==> config.mk <==
export PLATFORM = sky130hd
export DESIGN_NAME = serial_audio_rx
export DESIGN_NICKNAME = d
export VERILOG_FILES = /design/src/rtl/serial_audio_rx.sv
export SDC_FILE = /design/constraint.sdc
export NUM_CORES = 1
export LEC_CHECK = 0
export ABC_CLOCK_PERIOD_IN_PS = 9160
export CORE_MARGIN = 3
export CORE_UTILIZATION = 50
export DETAILED_ROUTE_END_ITERATION = 10
export DONT_BUFFER_PORTS = 1
export GPL_TIMING_DRIVEN = 0
export PLACE_DENSITY_LB_ADDON = 0.25
export SYNTH_ARGS = -nofsm -noshare
export SYNTH_HDL_FRONTEND = slang
export SYNTH_SLANG_ARGS = --single-unit
==> constraint.sdc <==
create_clock -name bclk -period 9.16 [get_ports bclk]
set_input_delay 0 -clock bclk [delete_from_list [all_inputs] [get_ports bclk]]
set_output_delay 0 -clock bclk [all_outputs]
set_load 0.02 [all_outputs]
==> src/rtl/serial_audio_rx.sv <==
module serial_audio_rx #(
  parameter int GAIN_SHIFT = 3
) (
  input  logic               bclk,
  input  logic               rst_n,
  input  logic               ws,
  input  logic               sdata,
  input  logic [1:0]         fmt_sel,
  input  logic               mute,
  output logic signed [23:0] left_out,
  output logic signed [23:0] right_out,
  output logic               frame_valid
);

  localparam int SAMPLE_W = 24;
  localparam int SLOT_W   = 5;
  localparam int GAIN_W   = GAIN_SHIFT + 1;
  localparam int GAIN_MAX = 1 << GAIN_SHIFT;
  localparam logic [SLOT_W-1:0] SLOT_LAST = '1;

  logic                ws_q, started;
  logic [SLOT_W-1:0]   cnt;
  logic [1:0]          fmt_act;
  logic [SAMPLE_W-1:0] shreg, i2s_w;
  logic signed [SAMPLE_W-1:0] left_hold;
  logic [GAIN_W-1:0]   gain, gain_nx;

  wire               ws_edge    = ws ^ ws_q;
  wire               left_start = ws_edge & ~ws;
  wire [SLOT_W-1:0]  slot       = ws_edge ? '0 : ((cnt == SLOT_LAST) ? cnt : cnt + 1'b1);
  wire [SLOT_W-1:0]  i2s_pos    = SLOT_W'(SAMPLE_W) - slot;
  wire               i2s_take   = (slot != '0) && (slot <= SLOT_W'(SAMPLE_W));

  function automatic logic signed [SAMPLE_W-1:0] right_aligned(input logic [SAMPLE_W-1:0] s,
                                                             input logic [1:0] f);
    case (f)
      2'b01:   return SAMPLE_W'(signed'(s[15:0]));
      2'b10:   return SAMPLE_W'(signed'(s[19:0]));
      default: return signed'(s);
    endcase
  endfunction

  function automatic logic signed [SAMPLE_W-1:0] scaled(input logic signed [SAMPLE_W-1:0] w,
                                                      input logic [GAIN_W-1:0] g);
    logic signed [SAMPLE_W+GAIN_W:0] p;
    p = w * $signed({1'b0, g});
    return SAMPLE_W'(p >>> GAIN_SHIFT);
  endfunction

  // word of the half-frame that ends at this edge
  wire signed [SAMPLE_W-1:0] word_now = (fmt_act == 2'b00) ? signed'(i2s_w)
                                                          : right_aligned(shreg, fmt_act);

  always_comb begin
    gain_nx = gain;
    if (mute && gain != '0)
      gain_nx = gain - 1'b1;
    else if (!mute && gain != GAIN_W'(GAIN_MAX))
      gain_nx = gain + 1'b1;
  end

  always_ff @(posedge bclk or negedge rst_n) begin
    if (!rst_n) begin
      ws_q        <= 1'b0;
      started     <= 1'b0;
      cnt         <= '0;
      fmt_act     <= 2'b00;
      shreg       <= '0;
      i2s_w       <= '0;
      left_hold   <= '0;
      gain        <= GAIN_W'(GAIN_MAX);
      left_out    <= '0;
      right_out   <= '0;
      frame_valid <= 1'b0;
    end else begin
      ws_q        <= ws;
      cnt         <= slot;
      frame_valid <= 1'b0;
      shreg       <= {shreg[SAMPLE_W-2:0], sdata};
      if (ws_edge)
        i2s_w <= '0;
      else if (i2s_take)
        i2s_w[i2s_pos] <= sdata;
      // ws low half-frame is the left channel
      if (ws_edge && ws)
        left_hold <= word_now;
      if (left_start) begin
        fmt_act <= fmt_sel;
        started <= 1'b1;
        if (started) begin
          left_out    <= scaled(left_hold, gain_nx);
          right_out   <= scaled(word_now, gain_nx);
          gain        <= gain_nx;
          frame_valid <= 1'b1;
        end
      end
    end
  end

  p_valid_single_r5: assert property (@(posedge bclk) disable iff (!rst_n)
    frame_valid |=> !frame_valid);

  p_valid_at_left_r5: assert property (@(posedge bclk) disable iff (!rst_n)
    frame_valid |-> (!$past(ws) && $past(ws_q)));

  p_fmt_at_left_r6: assert property (@(posedge bclk) disable iff (!rst_n)
    !$stable(fmt_act) |-> ($past(ws_q) && !$past(ws)));

  p_gain_step_r7: assert property (@(posedge bclk) disable iff (!rst_n)
    !$stable(gain) |-> (frame_valid &&
      ((gain == $past(gain) + 1'b1) || (gain + 1'b1 == $past(gain)))));

  p_silent_at_zero_r7: assert property (@(posedge bclk) disable iff (!rst_n)
    (frame_valid && gain == '0) |-> (left_out == '0 && right_out == '0));

endmodule

==> metrics.txt, run 1 <==
routed len/inst 16.7 um; Area Overhead vs Synth 8.86%; antenna violations before repair 0; Yosys warnings 0; Max Fclk 143 MHz; Syn Nets 1555; Synth top area share 27.9%; share of cells above drive strength 1 4.47%; die height 160 um; Reg area 3350 sq um; top post-synthesis cells by area dfrtp_1 28%, fa_1 15%, ha_1 11%; Die W 160 um; Vias/cell 5.39; grt total ovfl 0; crit path DAT 7290 ps; Hold WS 113 ps; Max clock buf depth 2; DR pass1 iterations 5; status completed; routed vias 9173; final hold viol count 0; WL final 28300 um; number of synthesized flops with an enable pin 0; synth unique cells 67; measured slew at the worst slew-check pin 800 ps; R2R setup slack 2170 ps; IO buf count 0; unrepaired setup endpoints after global routing false; setup TNS 0 ps; reg2reg end right_out[23]; Startpoint Class flip-flop; asr flop ratio synth 100%; Tot GR Track Use 23.1%; Worst Hold Class input port to asynchronous set/reset pin; worst reg-to-reg path cell count 24; max_slew headroom 46.2%; #FFs+latches synth 134; Max Slew Vio Count 0; fin util 56.2%; die area 25700 sq um; Syn Area/Cell 8.82 sq um; number of max-cap violations 0; top cell type by total area after synthesis dfrtp_1; placed insts 1663; area of the multi-input gates 7610 sq um; Antenna diodes 0; Initial Util 51.7%; Core Region 23100 sq um; DP HPWL 22000 um; clock slew at reported path FFs 70 ps; row count 55; I/O Pins 56; dominant synthesized flop cell dfrtp_1; H-tree level count 4; RePlAce Congestion 0.908; CTS tree done; pin count of the biggest net entering global routing 135; clk_lat worst skew 430 ps; CP endpoint kind flip-flop; Max Fanout on Critical Path 10; Residual DRC 0; first-pass GRT wire length 47700 um; clock sinks 134; TritonCTS buffer count 17; Mapped Cells 1350; fin crit share 76.3%; clock skew 10.5 ps; fin crit period 6990 ps; RR Startpoint gain[0]; Syn Std Cell Area 11900 sq um; final net count 1580; Seq/Total Area, Yosys 28.2%; endpoints failing setup 0; Fill cells 2080; Data required, critical path 9460 ps; Initial DRC Count 638; post-route ant nets 0; CTS Root Cell clkbuf_16; setup bufs post-CTS 0; Final Non-Filler Cells 1701; vias in the first global route 9205; kind of critical path flip-flop to flip-flop
==> how the worst max path moves through the flow <==
stage | start | endpoint | depth (start not counted)
final | gain[0] | right_out[23] | 24
after global routing | gain[0] | right_out[23] | 24
after CTS | gain[0] | right_out[23] | 24
after detailed placement | gain[0] | right_out[23] | 24
after global placement | gain[0] | left_out[21] | 23
after floorplan | gain[0] | right_out[20] | 23
==> timing repair <==
item	4_1_cts	5_1_grt
endpoints found under the setup margin	0	0
hold buffers	6	0
gates resized for setup	0	0
endpoints found under the hold margin	142	0
==> layout by cell type, fill, tap and decap left out, drive strengths merged, types with 4 or more instances in the layout <==
cell type / count
inv: 204
nand2: 133
dfrtp: 133
nor2: 107
ha: 106
fa: 92
o21ai: 85
nor2b: 79
clkbuf: 60
a21oi: 57
nand2b: 34
nand3: 28
xor2: 26
mux2i: 25
xnor2: 25
a21o: 23
o21a: 13
nor3: 12
o31ai: 11
buf: 11
a31oi: 10
and3: 9
or2: 7
nand4: 7
o211ai: 7
or3: 7
and2: 6
mux2: 5
dlygate4sd3: 5
a211oi: 4
or3b: 4
==> Yosys cell counts, types with 4 or more instances <==
master and n:
nor3_1 12, a21oi_1 57, o31ai_1 11, o21ai_0 82, and3_1 9, a31oi_1 9, dfrtp_1 133, nor2_1 107
buf_1 4, xnor2_1 25, mux2i_1 25, o21a_1 13, nand2b_1 33, and2_1 6, buf_2 5, mux2_2 5
or2_2 7, xor2_1 26, nor2b_1 79, fa_1 92, or3_1 6, o211ai_1 7, inv_1 194, nand2_1 133
nand4_1 7, nand3_1 28, ha_1 106, a211oi_1 4, a21o_1 23, clkbuf_1 42
==> routing by layer <==
layer / wire length, um / GRT usage [%] / vias to the layer above
met5: 0 / 0 / -
li1: - / - / 4455
met1: 12700 / 31.2 / 4408
met2: 13300 / 38.0 / 271
met3: 1730 / 4.77 / 39
met4: 616 / 6.51 / 0
==> stage by stage <==
stage                     cell area [sq um]  setup WS [ps]
after global routing                  13000           1680
after floorplan                       11900           3500
after global placement                12300           2380
after detailed placement              12300           2350
final                                 13000           2170
after CTS                             13000           2300
==> sequential cells by signal, indices dropped and copies added, names as in the netlist <==
register	cells
started	1
frame_valid	1
left_hold	24
fmt_act	2
gain	4
ws_q	1
shreg	24
left_out	24
right_out	24
cnt	5
i2s_w	24
==> critical path, cell delays in order (launching register included) <==
cell,delay [ps]
dfrtp_1,360
clkbuf_1,310
inv_1,90
ha_1,280
and3b_1,220
or3_4,340
a31oi_4,390
clkbuf_1,640
clkbuf_1,510
nor2_1,110
ha_1,300
ha_1,310
nand4_1,220
nand2_1,180
nand2_1,90
fa_1,480
nor2b_1,130
o21ai_0,130
a21boi_0,480
o2111ai_1,280
a21oi_1,270
or2_2,170
a31oi_1,100
xnor2_1,350
o21ai_1,100
==> cell families after synthesis <==
kind of cell	synth area share, %
DFF	28.2
AOI/OAI and AO/OA	12.4
buffers and inverters	7.90
muxes	2.57
and+or+nand+nor	18.6
xor gates and xnor gates	3.75
adders and majority gates	26.6
==> final cells by class <==
type | instances | area share (%)
clock buffers | 18 | 3.31
clock inverters | 14 | 1.21
well taps | 313 | 3.02
multi-input cells | 968 | 58.7
plain buffers | 52 | 1.58
inverters | 196 | 5.67
flip-flops and latches | 134 | 25.9
repair buffers | 6 | 0.598
Power of run 1 is left out: the tool's default activity adds up to more than one toggle a clock period on the data nets, which glitch-free logic cannot reach.
==> inputs of run 2 (changes only) <==
--- a/config.mk
+++ b/config.mk
@@ -5,7 +5,8 @@
 export SDC_FILE = /design/constraint.sdc
 export NUM_CORES = 1
 export LEC_CHECK = 0
-export ABC_CLOCK_PERIOD_IN_PS = 9160
+export ABC_AREA = 1
+export ABC_CLOCK_PERIOD_IN_PS = 7190
 export CORE_MARGIN = 3
 export CORE_UTILIZATION = 50
 export DETAILED_ROUTE_END_ITERATION = 10
==> constraint.sdc (replaced) <==
create_clock -name bclk -period 7.19 [get_ports bclk]
set_input_delay 0 -clock bclk [delete_from_list [all_inputs] [get_ports bclk]]
set_output_delay 0 -clock bclk [all_outputs]
set_load 0.02 [all_outputs]
==> run 2 against run 1 <==
Cell count grew 18%. Design area rose by 5.1%. Synthesized area increased by 5.2%. Worst setup slack got worse by 690 ps. Via count increased by 16%. Core utilization is 0.52 points lower. Critical path type unchanged.
==> metrics.txt, run 2 <==
Max Fanout on Critical Path 10; top-count cell post-synth inv_1; clk_lat worst skew 430 ps; area post-placement 12900 sq um; setup bufs post-CTS 0; Syn Nets 1856; antenna violations before repair 0; Syn Std Cell Area 12500 sq um; most frequent cells in the layout 316 x inv_1, 304 x nand2_1, 198 x nor2_1; TritonCTS buffer count 17; Initial Util 51.2%; clock slew at reported path FFs 80 ps; top post-synthesis cells by area dfrtp_1 27%, fa_1 15%, ha_1 11%; Worst path max stage delay 560 ps; fin crit period 5710 ps; fin crit share 79.4%; xor/xnor share of the synthesized area 2.10%; Max Slew Vio Count 0; Startpoint Class flip-flop; Antenna diodes 0; kind of critical path flip-flop to flip-flop; number of max-cap violations 0; Die W 164 um; setup TNS 0 ps; Max clock buf depth 2; Lkg Pwr 7.17 nW; asr flop ratio synth 100%; routed len/inst 16.1 um; DR pass1 iterations 5; CTS Root Cell clkbuf_16; top cell type by total area after synthesis dfrtp_1; multiplexer share of the synthesized area 0.240%; Top cell by count, worst path inv_1; WL final 32400 um; number of synthesized flops with an enable pin 0; PwrDens 481 nW/um^2; clock skew 9.47 ps; pin count of the biggest net entering global routing 135; IO buf count 0; Worst Hold Class input port to flip-flop; Initial DRC Count 898; final hold viol count 0; Syn Area/Cell 7.59 sq um; synth unique cells 46; share of cells above drive strength 1 7.16%; placed insts 1975; clock sinks 134; Tot GR Track Use 25.5%; Area Overhead vs Synth 8.77%; post-synthesis compound-gate area fraction 9.98%; Final Non-Filler Cells 2014; Data required, critical path 7520 ps; Core Region 24500 sq um; most frequent cells after synthesis 316 x inv_1, 304 x nand2_1, 198 x nor2_1, 133 x dfrtp_1, 109 x o21ai_0; dominant synthesized flop cell dfrtp_1; CTS tree done; I/O Pins 56; CP max-delay cell fa_1; worst-case vdd ir drop 0.246 mV; Yosys warnings 0; Post-Synth Adder-Cell Area 25.3%; routed vias 10.7k; post-route ant nets 0; status completed; Mapped Cells 1651; Residual DRC 0; Worst path top cell family by delay adder cells; Seq/Total Area, Yosys 26.8%; Simple-Gate Fraction of Synth Area 24.3%; RePlAce Congestion 0.959; final net count 1882; #FFs+latches synth 134; cell area after layout 13600 sq um; grt total ovfl 0; Overall Power 6.56 mW; H-tree level count 4; Max Fclk 175 MHz; Vias/cell 5.29; max_slew headroom 25.6%; measured slew at the worst slew-check pin 1100 ps; vias in the first global route 10.8k; Fill cells 2274; largest family of logic cells by synthesized area adder cells; Synth top area share 26.6%; DP HPWL 25700 um; row count 57; die area 27000 sq um; WP buf/inv 7; CP endpoint kind flip-flop; unrepaired setup endpoints after global routing false; commonest non-fill, non-tap cell in the layout inv_1; first-pass GRT wire length 54700 um; die height 164 um; crit path DAT 6040 ps; endpoints failing setup 0
==> run 2: changes by cell type after synthesis, sizes merged, moves of 10 or more <==
| cell | before | now |
|---|---|---|
| nor2b | 79 | 0 |
| xor2 | 26 | 9 |
| a21o | 23 | 13 |
| mux2i | 25 | 3 |
| o21ai | 85 | 134 |
| nand2b | 34 | 0 |
| o21a | 13 | 0 |
| o31ai | 11 | 0 |
| nor2 | 107 | 207 |
| nand3 | 28 | 103 |
| nand2 | 133 | 333 |
| clkbuf | 42 | 28 |
| inv | 195 | 323 |
==> run 2: timing repair <==
item,CTS,global route
endpoints found under the hold margin,144,0
hold buffers,7,0
resized for setup,0,0
==> run 2: area by class of cell <==
type	count	area, sq um	share of cell area, %
clock inverters	15	180	1.32
repair buffers	7	87.6	0.643
well taps	324	405	2.97
plain buffers	44	204	1.50
flip-flops and latches	134	3350	24.6
clock buffers	17	425	3.12
inverters	323	1210	8.91
multi-input cells	1150	7760	56.9
==> run 2: metrics by stage <==
step                hold WS (ps)  util (%)  setup slack (ps)
floorplan                   -296         -              2430
global placement            -292      52.9              1640
detailed placement          -292      52.9              1550
CTS                          132      55.7              1530
global route                 141      55.7              1200
finish                       143      55.7              1480
==> run 2: metal layers <==
metal | global-route usage [%] | up-vias | wire [um]
met5 | 0 | - | 0
met1 | 35.6 | 5106 | 15200
li1 | - | 5217 | -
met3 | 3.83 | 49 | 1450
met2 | 40.8 | 288 | 14800
met4 | 8.00 | 0 | 924
==> run 2: report_power, final <==
part	leakage, nW	switching (mW)	internal, mW
Sequential	1.69	0.275	0.935
Clock	0.292	0.426	0.471
Combinational	5.19	2.91	1.54
Total	7.17	3.61	2.95
==> run 2: kinds of logic (layout without fill, tap and decap cells) <==
| logic type | count (synthesis) | in the layout |
|---|---|---|
| and+or+nand+nor | 692 | 692 |
| buffers and inverters | 367 | 406 |
| AOI/OAI and AO/OA | 227 | 227 |
| adders and majority gates | 198 | 198 |
| DFF | 134 | 134 |
| xor gates and xnor gates | 30 | 30 |
| muxes | 3 | 3 |
==> run 2: final timing paths <==
check,startpoint,to,slack (ps),cells after the start
max,gain[0],left_out[13],1480,26
min,sdata,shreg[0],140,1
max reg2reg,gain[0],left_out[13],1480,26
min reg2reg,shreg[17],shreg[18],370,0
max in group asynchronous,rst_n,shreg[6],6470,2
min in group asynchronous,rst_n,left_out[20],220,2
No activity file was read; power rests on OpenSTA's default activity.
==> inputs of run 3 (changes only) <==
--- a/config.mk
+++ b/config.mk
@@ -6,7 +6,7 @@
 export NUM_CORES = 1
 export LEC_CHECK = 0
 export ABC_AREA = 1
-export ABC_CLOCK_PERIOD_IN_PS = 7190
+export ABC_CLOCK_PERIOD_IN_PS = 5560
 export CORE_MARGIN = 3
 export CORE_UTILIZATION = 50
 export DETAILED_ROUTE_END_ITERATION = 10
==> constraint.sdc (replaced) <==
create_clock -name bclk -period 5.56 [get_ports bclk]
set_input_delay 0 -clock bclk [delete_from_list [all_inputs] [get_ports bclk]]
set_output_delay 0 -clock bclk [all_outputs]
set_load 0.02 [all_outputs]
==> run 3 against run 2 <==
Total power rose by 31%. Sequential cell count did not move. Cell count hardly changed. Die area is the same. Clock-buffer cell count did not move. Critical path depth increased by 1. Largest cell class unchanged. Design area is 0.89% higher. Hold slack lost 2.8 ps. Critical path type unchanged. Sequential power is 29% higher.
==> metrics.txt, run 3 (synthesis gave the netlist of run 2 again) <==
CTS tree done; clock sinks 134; final hold viol count 0; Initial Util 51.2%; cell area after layout 13800 sq um; Max Fanout on Critical Path 10; Max clock buf depth 2; placed insts 1975; Residual DRC 0; Crit. Startpoint gain[0]; Area Overhead vs Synth 9.73%; grt total ovfl 0; TritonCTS buffer count 17; fin crit period 5320 ps; H-tree level count 4; Int Pwr 3.87 mW; final net count 1884; Max Fclk 188 MHz; clk_lat worst skew 440 ps; die area 27000 sq um; Tot GR Track Use 25.5%; DP HPWL 25700 um; worst reg-to-reg path cell count 27; IO buf count 0; post-route ant nets 0; Worst Hold Class input port to flip-flop; PwrDens 627 nW/um^2; NetSw 4.74 mW; Vias/cell 5.30; met1 Use GR 35.6%; share of cells above drive strength 1 8.39%; Final Non-Filler Cells 2016; Hold WS 140 ps; sw frac 55.0%; routed vias 10.7k; CP endpoint kind flip-flop; R2R setup slack 240 ps; status completed; Overall Power 8.62 mW; grt met3 use 3.83%; WL final 32600 um; row count 57; commonest non-fill, non-tap cell in the layout inv_1; worst-case vdd ir drop 0.326 mV; Lkg Pwr 7.22 nW; Antenna diodes 0; vias in the first global route 10.8k; kind of critical path flip-flop to flip-flop; Logic pwr share 68.4%; critical path endpoint left_out[19]; endpoints failing setup 0; first-pass GRT wire length 54700 um; RR Startpoint gain[0]; area post-placement 12900 sq um; Max Slew Vio Count 0; DR pass1 iterations 5; max_slew headroom 29.3%; CTS Root Cell clkbuf_16; Core Region 24500 sq um; die height 164 um; I/O Pins 56; pin count of the biggest net entering global routing 135; measured slew at the worst slew-check pin 1050 ps; Startpoint Class flip-flop; number of max-cap violations 0; Clock Power Share 13.5%; Die W 164 um; sequential group share of total power 18.2%; clock skew 11.3 ps; reg2reg end left_out[19]; fin crit share 95.7%; met2 GRT Util 40.8%; antenna violations before repair 0; Top Usage Layer GRT met2; Data required, critical path 5900 ps; RePlAce Congestion 0.959; routed len/inst 16.2 um; most frequent cells in the layout 316 x inv_1, 304 x nand2_1, 196 x nor2_1; Initial DRC Count 886; clock slew at reported path FFs 80 ps; crit path DAT 5650 ps
==> run 3: changes by cell type in the layout (fill, tap and decap cells not counted), moves of 4 or more <==
cell / change
a21oi_1: -9
a21oi_2: +9
buf_2: -8
buf_4: +8
ha_1: -4
ha_2: +4
==> run 3: how the worst min path moves through the flow <==
stage | startpoint | end | slack [ps] | cells past startpoint
floorplan | rst_n | cnt[0] | -300 | 0
global placement | rst_n | left_out[14] | -290 | 0
detailed placement | rst_n | left_out[15] | -290 | 0
CTS | sdata | shreg[0] | 130 | 1
global route | sdata | shreg[0] | 140 | 1
finish | sdata | shreg[0] | 140 | 1
==> run 3: area by class of cell <==
type / instances / area (sq um)
inverters: 323 / 1210
flip-flops and latches: 134 / 3350
repair buffers: 9 / 103
well taps: 324 / 405
plain buffers: 44 / 228
clock inverters: 15 / 180
fillers: 2260 / 10700
clock buffers: 17 / 425
multi-input cells: 1150 / 7840
==> run 3: per-layer routing <==
layer / routed length (um) / up-vias / part of all wire (%)
met5: 0 / - / 0
met4: 920 / 0 / 2.8
met3: 1780 / 49 / 5.5
met2: 15000 / 295 / 46
met1: 14900 / 5122 / 46
li1: - / 5228 / -
==> run 3: power by group through the flow <==
stage          Clock (mW)  Combinational [mW]  Sequential, mW
4_1_cts              1.18                5.73            1.57
3_5_place_dp            0                5.65            1.59
6_report             1.16                5.89            1.56
2_1_floorplan           0                4.33            1.54
5_1_grt              1.23                6.78            1.60
3_3_place_gp            0                5.56            1.58
==> run 3: repair_timing <==
| item | 4_1_cts | 5_1_grt |
|---|---|---|
| resized for setup | 3 | 33 |
| setup buffers | 0 | 2 |
| hold buffers | 7 | 0 |
| pin swaps | 0 | 2 |
| endpoints found under the hold margin | 144 | 0 |
| setup endpoints to repair | 4 | 21 |
==> run 3: critical path, stage by stage, from the launching register on <==
cell and delay [ps]:
dfrtp_1 440, inv_1 140, ha_2 240, nand3_2 110
nand2_4 140, inv_2 80, nand2_1 80, nand2_1 60
nand2_1 60, nand2_1 110, inv_1 100, clkbuf_4 230
buf_4 220, nor2_1 70, ha_1 290, fa_1 530
inv_1 60, fa_1 540, inv_1 50, ha_1 380
a21oi_2 190, o21ai_0 150, a31oi_1 240, nand3_2 160
a21o_1 200, or2_2 270, nand3_1 70, nand2_1 50
==> run 3: stage by stage <==
stage	util [%]	setup TNS [ps]	setup slack, ps
after floorplan	-	0	796
after detailed placement	52.9	-143	-80.0
after global placement	52.9	0	6.39
after global routing	56.2	-47.7	-25.8
after CTS	55.8	0	48.8
final	56.2	0	241
